### src/rtl/conv_pkg.sv
package conv_pkg;

  // Position markers that travel with every weight along the chain.
  typedef struct packed {
    logic first;
    logic last;
  } tap_tag_t;

  // Modulo increment used by both the replay pointer and the load pointer.
  function automatic int unsigned wrap_next(input int unsigned cur, input int unsigned span);
    return (cur + 1 >= span) ? 0 : cur + 1;
  endfunction

endpackage

### src/rtl/conv_wgt_feed.sv
module conv_wgt_feed
  import conv_pkg::*;
#(
  parameter int NTAP  = 4,
  parameter int WGT_W = 8,
  parameter int IDX_W = 12,
  parameter int PTR_W = 2
) (
  input  logic             clk,
  input  logic             rst_n,
  input  logic             load_en,
  input  logic [WGT_W-1:0] load_data,
  input  logic             adv,
  output logic [WGT_W-1:0] w_emit,
  output tap_tag_t         tag_emit,
  output logic [PTR_W-1:0] tap_ptr,
  output logic [IDX_W-1:0] adv_count
);

  logic [WGT_W-1:0] store [NTAP];
  logic [PTR_W-1:0] load_ptr;

  always_ff @(posedge clk or negedge rst_n) begin
    if (!rst_n) begin
      for (int j = 0; j < NTAP; j++) store[j] <= '0;
      load_ptr <= '0;
    end else if (load_en) begin
      store[load_ptr] <= load_data;
      load_ptr <= PTR_W'(wrap_next(32'(load_ptr), NTAP));
    end
  end

  always_ff @(posedge clk or negedge rst_n) begin
    if (!rst_n) begin
      tap_ptr   <= '0;
      adv_count <= '0;
    end else if (adv) begin
      tap_ptr   <= PTR_W'(wrap_next(32'(tap_ptr), NTAP));
      adv_count <= adv_count + 1'b1;
    end
  end

  always_comb begin
    w_emit         = store[tap_ptr];
    tag_emit.first = (tap_ptr == '0);
    tag_emit.last  = (tap_ptr == PTR_W'(NTAP - 1));
  end

endmodule

### src/rtl/conv_cell.sv
module conv_cell
  import conv_pkg::*;
#(
  parameter int DATA_W  = 8,
  parameter int WGT_W   = 8,
  parameter int ACC_W   = 19,
  parameter int IDX_W   = 12,
  parameter int NTAP    = 4,
  parameter int CELL_ID = 0
) (
  input  logic              clk,
  input  logic              rst_n,
  input  logic              adv,
  input  logic [DATA_W-1:0] x_in,
  input  logic              xv_in,
  input  logic [WGT_W-1:0]  w_in,
  input  tap_tag_t          tag_in,
  input  logic [IDX_W-1:0]  adv_count,
  output logic [DATA_W-1:0] x_out,
  output logic              xv_out,
  output logic [WGT_W-1:0]  w_out,
  output tap_tag_t          tag_out,
  output logic              done,
  output logic [ACC_W-1:0]  res_out,
  output logic [IDX_W-1:0]  idx_out
);

  // Distance from the advance count to the output index this cell finishes.
  localparam int IDX_OFFSET = 2 * CELL_ID + NTAP;

  function automatic logic signed [ACC_W-1:0] mac(
    input logic signed [ACC_W-1:0]  a,
    input logic signed [DATA_W-1:0] x,
    input logic signed [WGT_W-1:0]  w
  );
    logic signed [ACC_W-1:0] xe;
    logic signed [ACC_W-1:0] we;
    xe = ACC_W'(x);
    we = ACC_W'(w);
    return a + xe * we;
  endfunction

  logic [DATA_W-1:0]       xa, xb;
  logic                    xva, xvb;
  logic [WGT_W-1:0]        wr;
  tap_tag_t                tagr;
  logic signed [ACC_W-1:0] acc;
  logic signed [ACC_W-1:0] sum;
  logic                    armed;
  logic                    live;
  logic signed [ACC_W-1:0] res_q;
  logic [IDX_W-1:0]        idx_q;
  logic                    done_q;

  always_comb begin
    sum  = mac(acc, $signed(xa), $signed(wr));
    live = tagr.first ? xva : armed;
  end

  always_ff @(posedge clk or negedge rst_n) begin
    if (!rst_n) begin
      xa     <= '0;
      xb     <= '0;
      xva    <= 1'b0;
      xvb    <= 1'b0;
      wr     <= '0;
      tagr   <= '0;
      acc    <= '0;
      armed  <= 1'b0;
      res_q  <= '0;
      idx_q  <= '0;
      done_q <= 1'b0;
    end else if (adv) begin
      xa     <= x_in;
      xb     <= xa;
      xva    <= xv_in;
      xvb    <= xva;
      wr     <= w_in;
      tagr   <= tag_in;
      armed  <= live;
      acc    <= tagr.last ? '0 : sum;
      done_q <= tagr.last & live;
      if (tagr.last) begin
        res_q <= sum;
        idx_q <= adv_count - IDX_W'(IDX_OFFSET);
      end
    end else begin
      done_q <= 1'b0;
    end
  end

  assign x_out   = xb;
  assign xv_out  = xvb;
  assign w_out   = wr;
  assign tag_out = tagr;
  assign done    = done_q;
  assign res_out = res_q;
  assign idx_out = idx_q;

endmodule

### src/rtl/conv_result_bus.sv
module conv_result_bus #(
  parameter int NTAP  = 4,
  parameter int ACC_W = 19,
  parameter int IDX_W = 12
) (
  input  logic [NTAP-1:0]  done,
  input  logic [ACC_W-1:0] res [NTAP],
  input  logic [IDX_W-1:0] idx [NTAP],
  output logic             bus_valid,
  output logic [ACC_W-1:0] bus_data,
  output logic [IDX_W-1:0] bus_index
);

  always_comb begin
    bus_valid = 1'b0;
    bus_data  = '0;
    bus_index = '0;
    for (int j = 0; j < NTAP; j++) begin
      bus_valid = bus_valid | done[j];
      bus_data  = bus_data  | (done[j] ? res[j] : '0);
      bus_index = bus_index | (done[j] ? idx[j] : '0);
    end
  end

endmodule

### src/rtl/conv_systolic_rs.sv
module conv_systolic_rs
  import conv_pkg::*;
#(
  parameter int NTAP   = 4,
  parameter int DATA_W = 8,
  parameter int WGT_W  = 8,
  parameter int ACC_W  = DATA_W + WGT_W + $clog2(NTAP) + 1,
  parameter int IDX_W  = 12
) (
  input  logic              clk,
  input  logic              rst_n,
  input  logic              wt_valid,
  input  logic [WGT_W-1:0]  wt_data,
  input  logic              smp_valid,
  input  logic [DATA_W-1:0] smp_data,
  output logic              res_valid,
  output logic [ACC_W-1:0]  res_data,
  output logic [IDX_W-1:0]  res_index
);

  localparam int PTR_W = (NTAP > 1) ? $clog2(NTAP) : 1;

  // Named internal events, observed by the bound checker.
  logic             adv;
  logic [PTR_W-1:0] tap_ptr;
  logic [NTAP-1:0]  cell_done;

  logic [IDX_W-1:0]  adv_count;
  logic [DATA_W-1:0] x_link   [NTAP+1];
  logic              xv_link  [NTAP+1];
  logic [WGT_W-1:0]  w_link   [NTAP+1];
  tap_tag_t          tag_link [NTAP+1];
  logic [ACC_W-1:0]  cell_res [NTAP];
  logic [IDX_W-1:0]  cell_idx [NTAP];

  assign adv        = smp_valid;
  assign x_link[0]  = smp_data;
  assign xv_link[0] = 1'b1;

  conv_wgt_feed #(
    .NTAP(NTAP), .WGT_W(WGT_W), .IDX_W(IDX_W), .PTR_W(PTR_W)
  ) u_feed (
    .clk       (clk),
    .rst_n     (rst_n),
    .load_en   (wt_valid),
    .load_data (wt_data),
    .adv       (adv),
    .w_emit    (w_link[0]),
    .tag_emit  (tag_link[0]),
    .tap_ptr   (tap_ptr),
    .adv_count (adv_count)
  );

  for (genvar j = 0; j < NTAP; j++) begin : g_cell
    conv_cell #(
      .DATA_W(DATA_W), .WGT_W(WGT_W), .ACC_W(ACC_W),
      .IDX_W(IDX_W), .NTAP(NTAP), .CELL_ID(j)
    ) u_cell (
      .clk       (clk),
      .rst_n     (rst_n),
      .adv       (adv),
      .x_in      (x_link[j]),
      .xv_in     (xv_link[j]),
      .w_in      (w_link[j]),
      .tag_in    (tag_link[j]),
      .adv_count (adv_count),
      .x_out     (x_link[j+1]),
      .xv_out    (xv_link[j+1]),
      .w_out     (w_link[j+1]),
      .tag_out   (tag_link[j+1]),
      .done      (cell_done[j]),
      .res_out   (cell_res[j]),
      .idx_out   (cell_idx[j])
    );
  end

  conv_result_bus #(
    .NTAP(NTAP), .ACC_W(ACC_W), .IDX_W(IDX_W)
  ) u_bus (
    .done      (cell_done),
    .res       (cell_res),
    .idx       (cell_idx),
    .bus_valid (res_valid),
    .bus_data  (res_data),
    .bus_index (res_index)
  );

endmodule

### config.mk
export PLATFORM = sky130hd
export DESIGN_NAME = conv_systolic_rs
export DESIGN_NICKNAME = d
export VERILOG_FILES = /design/src/rtl/conv_pkg.sv /design/src/rtl/conv_wgt_feed.sv /design/src/rtl/conv_cell.sv /design/src/rtl/conv_result_bus.sv /design/src/rtl/conv_systolic_rs.sv
export SDC_FILE = /design/constraint.sdc
export NUM_CORES = 1
export LEC_CHECK = 0
export ABC_AREA = 1
export CAP_MARGIN = 40
export CORE_MARGIN = 2
export CORE_UTILIZATION = 30
export DETAILED_ROUTE_END_ITERATION = 8
export DONT_BUFFER_PORTS = 1
export PLACE_DENSITY = 0.56
export REMOVE_ABC_BUFFERS = 1
export SYNTH_ARGS = -nofsm -noshare
export SYNTH_HDL_FRONTEND = slang
export SYNTH_SLANG_ARGS = --single-unit
### constraint.sdc
create_clock -name clk -period 6.3 [get_ports clk]
set_input_delay 1.575 -clock clk [delete_from_list [all_inputs] [get_ports clk]]
set_output_delay 1.575 -clock clk [all_outputs]
set_load 0.005 [all_outputs]
-- Yosys cells after proc, flatten, opt, wreduce, memory -nomap -nowiden
Index checks and enable logic that the tools add are counted.
- $add $sub $neg: 11
- multiply operators: 4
- $lt $le $gt $ge: 5
- equal/unequal tests: 1
- mux-type cells: 28
- bitwise operators: 15
- reductions and logical operators: 6
- operator list (kind ; count):
    two-way mux 19 bit ; 8
    adder 19 bit ; 4
    multiplier 8 x 8 -> 16 bit ; 4
    OR 19 bit ; 3
    two-way mux 12 bit ; 4
    OR 12 bit ; 3
    bitwise mux 32 bit ; 1
    two-way mux 8 bit ; 3
    subtractor 12 x 3 -> 12 bit (second input constant) ; 2
    subtractor 12 x 4 -> 12 bit (second input constant) ; 2
    binary-select mux 8 bit (select 2 bit) ; 1
    demux 8 bit (select 2 bit) ; 1
    adder 12 x 1 -> 12 bit (second input constant) ; 1
    greater-or-equal comparator 3 bit (second input constant) ; 4
    two-way mux 1 bit ; 8
    AND reduction 2 bit ; 4
    adder 2 x 1 -> 3 bit (second input constant) ; 2
    inverter 2 -> 3 bit ; 2
    AND 1 bit ; 4
    two-way mux 2 bit ; 2
    < comparator 3 x 1 -> 1 bit (second input constant) ; 1
    OR 1 bit ; 3
    == test 2 bit (second input constant) ; 1
    logical NOT 2 bit ; 1
    logical AND 1 bit ; 1
- register bits: 359
- input port bits: 20
- output and inout bits: 32
- word-level logic and storage cells: 123

-- Longest topological paths before layout
Gate-level depths: netlist of run 1.
- depth in word-level cells: 6
- depth in mapped cells: 33
- depth with buffers taken out: 32

-- By module
From an unflattened synthesis of run 1, not the netlist that was laid out.
- cell total of the unflattened synthesis: 3787
- area, all modules: 30518.0 sq um
- by module, submodules not included (module ; instances ; cells each ; area an instance (sq um)):
    conv_cell (g_cell[3].u_cell) ; 1 ; 814 ; 6797.8
    conv_cell (g_cell[1].u_cell) ; 1 ; 808 ; 6779.0
    conv_cell (g_cell[0].u_cell) ; 1 ; 808 ; 6766.5
    conv_cell (g_cell[2].u_cell) ; 1 ; 804 ; 6716.4
    conv_wgt_feed ; 1 ; 258 ; 2277.2
    conv_result_bus ; 1 ; 294 ; 1177.4
    conv_systolic_rs ; 1 ; 1 ; 3.8

-- Least setup slack after synthesis of run 1
OpenSTA, ideal clock, no wires.
- kind: reg2reg
- from: register g_cell[0].u_cell.wr[2]
- to: register g_cell[0].u_cell.acc[18]
- setup time: 0.066 ns
- arrival: 5.192 ns
- data required time: 6.234 ns
- setup slack: 1.042 ns
- cell stages (with the launch flop): 31
- path buffers: 1
- cells stage by stage: dfrtp_1 clkbuf_1 nand2_1 inv_1 fa_1 inv_1 fa_1 inv_1 fa_1 inv_1 fa_1 inv_1 ha_1 nand2_1 nor2_1 nand2_1 nor2_1 nor2_1 inv_1 nand3_1 nand2_1 ha_1 nand2_1 inv_1 nand3_1 nor2_1 nand4_1 and3_1 nand2_1 nand3_1 nand2_1
- word-level cells in the longest chain between the ends: 3
- ends and longest elaborated chain (element ; RTL line ; source):
    start: declaration ; conv_cell.sv:45 ; logic [WGT_W-1:0] wr;
    start signal: assignment ; conv_cell.sv:78 ; wr <= w_in;
    multiplier 8 x 8 -> 16 bit ; conv_cell.sv:40 ; return a + xe * we;
    adder 19 bit ; conv_cell.sv:40 ;
    two-way mux 19 bit ; conv_cell.sv:81 ; acc <= tagr.last ? '0 : sum;
    end signal: assignment ; conv_cell.sv:81 ;
    end: declaration ; conv_cell.sv:47 ; logic signed [ACC_W-1:0] acc;
No other way between the ends.
A chain may end at the register's enable or synchronous reset.

-- Worst setup path after layout of run 1
- from: register g_cell[3].u_cell.xa[5]
- to: register g_cell[3].u_cell.acc[18]
- word-level cells in the longest chain between the ends: 3
- ends and longest elaborated chain (element ; RTL line ; source):
    start: declaration ; conv_cell.sv:43 ; logic [DATA_W-1:0] xa, xb;
    start signal: assignment ; conv_cell.sv:74 ; xa <= x_in;
    multiplier 8 x 8 -> 16 bit ; conv_cell.sv:40 ;
    adder 19 bit ; conv_cell.sv:40 ;
    two-way mux 19 bit ; conv_cell.sv:81 ;
    end signal: assignment ; conv_cell.sv:81 ;
    end: declaration ; conv_cell.sv:47 ;
No other way between the ends.

==> results.sh, run 1 <==
export IMPL_dpl_hpwl_um=58250
export IMPL_max_freq_mhz=171.1
export IMPL_crit_required_ns=6.83
export IMPL_fp_dieW_um=318.1
export IMPL_maxSlewHeadroom=0.1473
export IMPL_tightest_slew_ns=1.279
export IMPL_start_util=0.3015
export IMPL_wl_per_cell_um=15.30
export IMPL_fin_crit_sh=0.9277
export IMPL_synth_avg_cell_area_um2=7.642
export IMPL_yosysUniqueCellTypes=51
export IMPL_synthXorXnorAreaFrac=0.02930
export IMPL_drt_wl_total_um=78250
export IMPL_synth_seq_area_share=0.3036
export IMPL_setup_violations_final=0
export IMPL_cts_path_max_buffers=3
export IMPL_startpoint_type="flop"
export IMPL_io_pins=52
export IMPL_final_nets=4246
export IMPL_synthArstFlopShare=1.000
export IMPL_ant_nets=0
export IMPL_cp_slowest_stage_delay_ns=0.55
export IMPL_num_vias=23731
export IMPL_gp_congestion=0.8946
export IMPL_synth_mux_area_frac=0
export IMPL_grt_pass1_vias=24110
export IMPL_synth_edff_count=0
export IMPL_hold_viol=0
export IMPL_slew_viol_final=0
export IMPL_worstSetupPathType="reg2reg"
export IMPL_clk_pin_slew_ns=0.06
export IMPL_syn_inst=3872
export IMPL_grt_first_pass_wirelength_um=129600
export IMPL_skew_ns=0.01872
export IMPL_post_route_drc_count=0
export IMPL_tns_ns=0
export IMPL_hold_class="reg2reg"
export IMPL_cts_tree="done"
export IMPL_gr_total_overflow=0
export IMPL_clk_latency_ns=0.59
export IMPL_cp_max_fo=9
export IMPL_synth_area_mm2=0.02959
export IMPL_die_y_um=318.1
export IMPL_cts_htree_levels=2
export IMPL_rsz0062_at_grt="false"
export IMPL_crit_arrival_ns=6.37
export IMPL_numClockSinks=359
export IMPL_grt_usage=0.1585
export IMPL_synth_compound_area_share=0.09620
export IMPL_synthSimpleGateAreaFrac=0.2125
export IMPL_yosysWarningCount=0
export IMPL_dr_pass1_iters=6
export IMPL_synthFlopType="dfrtp_1"
export IMPL_slowest_stage="fa_1"
export IMPL_synthAdderAreaFrac=0.2399
export IMPL_status="complete, no violations"
export IMPL_area_growth_pct=9.146
export IMPL_drive_above_1_share=0.03630
export IMPL_synth_seq_cells=359
export IMPL_n_antenna_cell=0
export IMPL_dieArea_mm2=0.1012
export IMPL_synth_top_family_by_area="adder cells"
export IMPL_critPathMostFrequentCell="nand2_1"
export IMPL_critPathBufInv=6
export IMPL_numPortBuffers=0
export IMPL_cp_end_kind="flop"
export IMPL_core_area_mm2=0.09813
export IMPL_cts_buffers=45
export IMPL_maxCapViolations=0
export IMPL_cts_root_buf="clkbuf_16"
export IMPL_num_rows=115
export IMPL_antenna_found_initial=0
export IMPL_post_route_min_period_ns=5.845
export IMPL_drt_iter0_markers=1727
export IMPL_via_per_inst=4.639
export IMPL_grt_max_degree=360
export IMPL_timing_hold_ws_ns=0.4568
export IMPL_crit_family="adder cells"
export IMPL_hold_buffers=0
==> cell usage after synthesis, types with 2 or more instances <==
| master | n | share of area |
|---|---|---|
| nand2_1 | 1100 | 0.14 |
| inv_1 | 775 | 0.098 |
| dfrtp_1 | 359 | 0.30 |
| o21ai_0 | 284 | 0.048 |
| fa_1 | 224 | 0.15 |
| ha_1 | 209 | 0.088 |
| nor2_1 | 186 | 0.024 |
| nand3_1 | 170 | 0.029 |
| clkbuf_1 | 111 | 0.014 |
| a21oi_1 | 108 | 0.018 |
| xor2_1 | 61 | 0.018 |
| nand4_1 | 45 | 0.0095 |
| xnor2_1 | 38 | 0.011 |
| a31oi_1 | 22 | 0.0047 |
| buf_2 | 21 | 0.0036 |
| o21bai_1 | 19 | 0.0048 |
| o21ai_1 | 11 | 0.0019 |
| nor2_2 | 10 | 0.0021 |
| o31ai_1 | 10 | 0.0025 |
| buf_1 | 9 | 0.0011 |
| a21oi_2 | 8 | 0.0024 |
| nand3b_1 | 8 | 0.0020 |
| nor3_1 | 8 | 0.0014 |
| o22ai_1 | 8 | 0.0017 |
| a21o_1 | 6 | 0.0015 |
| o2111ai_1 | 6 | 0.0018 |
| o21ai_2 | 5 | 0.0015 |
| nand2_2 | 4 | 0.00085 |
| or2_1 | 4 | 0.00085 |
| a22oi_1 | 3 | 0.00076 |
| a32o_1 | 3 | 0.0010 |
| and3_1 | 3 | 0.00063 |
| clkinv_1 | 3 | 0.00038 |
| nor3_4 | 3 | 0.0016 |
| o211ai_1 | 3 | 0.00076 |
| o21bai_2 | 3 | 0.0011 |
| a211o_1 | 2 | 0.00059 |
| a21boi_1 | 2 | 0.00051 |
| buf_4 | 2 | 0.00051 |
| inv_2 | 2 | 0.00025 |
| nor3_2 | 2 | 0.00068 |
| o211a_1 | 2 | 0.00068 |
| or3_1 | 2 | 0.00042 |
==> final timing paths <==
kind / startpoint / endpoint / cells after the start / slack (ns)
min in group asynchronous: rst_n / g_cell[0].u_cell.acc[14] / 0 / 0.71
worst min-delay path: g_cell[0].u_cell.xva / g_cell[0].u_cell.xva / 2 / 0.46
worst max register to register: g_cell[3].u_cell.xa[5] / g_cell[3].u_cell.acc[18] / 29 / 0.46
worst max-delay path: g_cell[3].u_cell.xa[5] / g_cell[3].u_cell.acc[18] / 29 / 0.46
worst min register to register: g_cell[0].u_cell.xva / g_cell[0].u_cell.xva / 2 / 0.46
max in group asynchronous: rst_n / g_cell[3].u_cell.w_out[2] / 0 / 4.50
==> state kept, by name, indices dropped and copies added, names as in the netlist <==
name	flops
u_feed.load_ptr	2
g_cell.u_cell.xva	4
u_feed.adv_count	12
g_cell.u_cell.acc	76
u_feed.store	32
g_cell.u_cell.done	4
u_feed.tap_ptr	2
g_cell.u_cell.res_out	76
g_cell.u_cell.armed	4
g_cell.u_cell.idx_out	48
g_cell.u_cell.w_out	32
g_cell.u_cell.tag_out	8
g_cell.u_cell.xa	32
g_cell.u_cell.x_out	24
g_cell.u_cell.xv_out	3
==> worst reg2reg max path, delay by kind of cell, from the launching register on <==
kind	cells	cell delay, ns
adders and majority gates	6	2.88
and+or+nand+nor	13	1.47
DFF	1	0.52
AOI/OAI and AO/OA	3	0.44
buffers and inverters	6	0.39
xor gates and xnor gates	1	0.12
==> repair_timing <==
action / 4_1_cts / 5_1_grt
endpoints found under the hold margin: 0 / 0
resized for setup: 0 / 7
setup buffers: 0 / 1
endpoints found under the setup margin: 0 / 7
==> cell type report <==
class / count / area [um^2]
repair buffers: 17 / 167.7
clock buffers: 60 / 1232
inverters: 781 / 2937
flip-flops and latches: 359 / 8989
multi-input cells: 2589 / 17110
fillers: 10514 / 65840
clock inverters: 23 / 249.0
well taps: 1287 / 1610
==> per-layer routing <==
layer | GRT usage | wire [um] | part of all wire | vias to the layer above
met5 | 0 | 0 | 0 | -
met4 | 0.03834 | 1722 | 0.022 | 0
met3 | 0.02538 | 3846 | 0.049 | 98
met2 | 0.2632 | 36060 | 0.46 | 406
met1 | 0.2158 | 36620 | 0.47 | 11494
li1 | - | - | - | 11733
==> metrics by stage <==
stage          utilization  worst slack, ns  instance area (um^2)  cells
2_1_floorplan            -            1.116                 29020   3729
3_3_place_gp        0.3132           0.4571                 30740   5030
3_5_place_dp        0.3138           0.3398                 30790   5032
4_1_cts             0.3289           0.3100                 32270   5115
5_1_grt             0.3291         0.004270                 32300   5116
6_report            0.3291           0.4553                 32300   5116
==> cells by family after synthesis <==
logic type | count (synthesis)
compound gates | 510
fa+ha+maj | 433
flops | 359
buf+inv | 924
simple gates | 1547
xor+xnor | 99
==> placed cells by master (no fill, tap or decap), drive strengths merged, types with 10 or more instances in the layout <==
cell type / count
nand2: 1104
inv: 780
dfrtp: 359
o21ai: 300
fa: 224
ha: 209
nor2: 196
nand3: 171
a21oi: 116
xor2: 61
clkbuf: 60
nand4: 45
xnor2: 38
a31oi: 22
o21bai: 22
buf: 17
clkinv: 17
nor3: 13
o31ai: 10
Power of run 1 is not shown: default switching activity piles up to over one toggle a cycle in this logic, so the estimate is an artifact.
==> inputs of run 2 (changes only) <==
CORE_ASPECT_RATIO = 1.2   (was default)
SETUP_SLACK_MARGIN = 0.02   (was default)
==> results.sh, run 2 (same netlist as run 1, synthesis figures left out) <==
export IMPL_status="complete, no violations"
export IMPL_io_pins=52
export IMPL_crit_required_ns=6.83
export IMPL_n_antenna_cell=0
export IMPL_clk_latency_ns=0.59
export IMPL_grt_pass1_vias=24445
export IMPL_cp_end_kind="flop"
export IMPL_place_ws_ns=0.4348
export IMPL_wl_per_cell_um=15.13
export IMPL_cts_tree="done"
export IMPL_ant_nets=0
export IMPL_antenna_found_initial=0
export IMPL_post_route_drc_count=0
export IMPL_rrSetupSlack_ns=0.52
export IMPL_n_fill_cell=10534
export IMPL_die_y_um=348.0
export IMPL_drt_wl_total_um=77270
export IMPL_cp_max_fo=9
export IMPL_numPortBuffers=0
export IMPL_slew_viol_final=0
export IMPL_cts_htree_levels=2
export IMPL_clk_pin_slew_ns=0.06
export IMPL_maxSlewHeadroom=0.3520
export IMPL_hold_viol=0
export IMPL_dr_pass1_iters=6
export IMPL_num_rows=126
export IMPL_area_growth_pct=8.914
export IMPL_setup_violations_final=0
export IMPL_post_route_min_period_ns=5.780
export IMPL_tightest_slew_ns=0.9720
export IMPL_crit_arrival_ns=6.31
export IMPL_cts_path_max_buffers=3
export IMPL_hold_buffers=0
export IMPL_r2r_end="g_cell[3].u_cell.acc[18]"
export IMPL_dpl_hpwl_um=58650
export IMPL_grt_max_degree=360
export IMPL_skew_ns=0.02142
export IMPL_holdPathEnd="g_cell[0].u_cell.xva"
export IMPL_num_vias=23571
export IMPL_via_per_inst=4.616
export IMPL_gp_congestion=0.8791
export IMPL_hp_start="g_cell[0].u_cell.xva"
export IMPL_dp_cells=5028
export IMPL_layout_setup_ws_ns=0.5198
export IMPL_layout_commonest_cell="nand2_1"
export IMPL_fin_crit_sh=0.9175
export IMPL_grt_first_pass_wirelength_um=128900
export IMPL_finalNonFillerCells=5106
export IMPL_timing_hold_ws_ns=0.4707
export IMPL_cp_startpoint="g_cell[3].u_cell.xa[1]"
export IMPL_drt_iter0_markers=1416
export IMPL_core_area_mm2=0.09806
export IMPL_startpoint_type="flop"
export IMPL_numClockSinks=359
export IMPL_rr_startpoint="g_cell[3].u_cell.xa[1]"
export IMPL_reg2regPathDepth=27
export IMPL_rsz0062_at_grt="false"
export IMPL_grt_usage=0.1570
export IMPL_gr_total_overflow=0
export IMPL_start_util=0.3018
export IMPL_hold_depth=2
export IMPL_cts_buffers=43
export IMPL_max_freq_mhz=173.0
export IMPL_cts_root_buf="clkbuf_16"
export IMPL_final_nets=4246
export IMPL_maxCapViolations=0
export IMPL_drive_above_1_share=0.03476
export IMPL_fp_dieW_um=290.7
export IMPL_hold_class="reg2reg"
export IMPL_worstSetupPathType="reg2reg"
export IMPL_tns_ns=0
export IMPL_mostFrequentLayoutCells="nand2_1, inv_1, dfrtp_1"
export IMPL_dieArea_mm2=0.1012
==> run 2: cell types whose count changed in the layout (fill, tap and decap cells not counted), moves of 2 or more <==
| cell | change |
|---|---|
| clkinv_4 | -4 |
| clkbuf_1 | +2 |
| clkbuf_8 | +5 |
| buf_16 | -2 |
| buf_4 | +4 |
| clkinv_2 | -4 |
| clkbuf_16 | -2 |
==> run 2: critical path: stages, from the launching register on <==
cell,delay (ns)
dfrtp_1,0.62
nand2_1,0.14
fa_1,0.54
fa_1,0.51
inv_1,0.06
fa_1,0.54
inv_1,0.06
fa_1,0.54
inv_1,0.04
ha_1,0.34
a21oi_1,0.16
nand2_1,0.12
nand4_1,0.10
o211ai_1,0.13
nand2_1,0.08
nand2_1,0.05
a21oi_1,0.15
xnor2_1,0.12
ha_1,0.37
nand2_1,0.08
inv_1,0.09
nand3_1,0.14
nor3_2,0.18
nand4_1,0.13
and3_1,0.21
nand2_1,0.08
nand3_1,0.07
nand2_1,0.08
==> run 2: stage by stage <==
stage                     area, um^2    util
after floorplan                29020       -
after global placement         30770  0.3137
after detailed placement       30770  0.3137
after CTS                      32220  0.3285
after global routing           32230  0.3287
final                          32230  0.3287
==> run 2: layout make-up <==
| cell class | instances | area, um^2 | share of cell area |
|---|---|---|---|
| clock inverter | 13 | 191.4 | 0.005940 |
| multi-input combinational | 2589 | 17110 | 0.5309 |
| sequential | 359 | 8987 | 0.2789 |
| timing repair buffer | 19 | 142.6 | 0.004426 |
| inverter | 781 | 2937 | 0.09112 |
| tap | 1280 | 1602 | 0.04970 |
| clock buffer | 65 | 1259 | 0.03906 |
==> run 2: worst max-delay path by stage <==
stage / to / slack (ns) / cells after the start
6_report: g_cell[3].u_cell.acc[18] / 0.52 / 27
2_1_floorplan: g_cell[0].u_cell.acc[18] / 1.12 / 29
3_5_place_dp: g_cell[0].u_cell.acc[18] / 0.43 / 29
4_1_cts: g_cell[0].u_cell.acc[18] / 0.39 / 29
5_1_grt: g_cell[0].u_cell.res_out[14] / 0.04 / 27
3_3_place_gp: g_cell[3].u_cell.res_out[14] / 0.51 / 26
==> run 2: repair_timing <==
action	CTS	global route
endpoints found under the setup margin	0	5
setup buffers	0	0
gates resized for setup	0	5
==> run 2: layer usage <==
layer | up-vias | wire length [um] | global-route usage | part of all wire
li1 | 11753 | - | - | -
met1 | 11345 | 33830 | 0.1958 | 0.44
met2 | 359 | 38810 | 0.2864 | 0.50
met3 | 114 | 2663 | 0.01751 | 0.034
met4 | 0 | 1963 | 0.04177 | 0.025
met5 | - | 0 | 0 | 0
Power of run 2 is left out for the same reason.
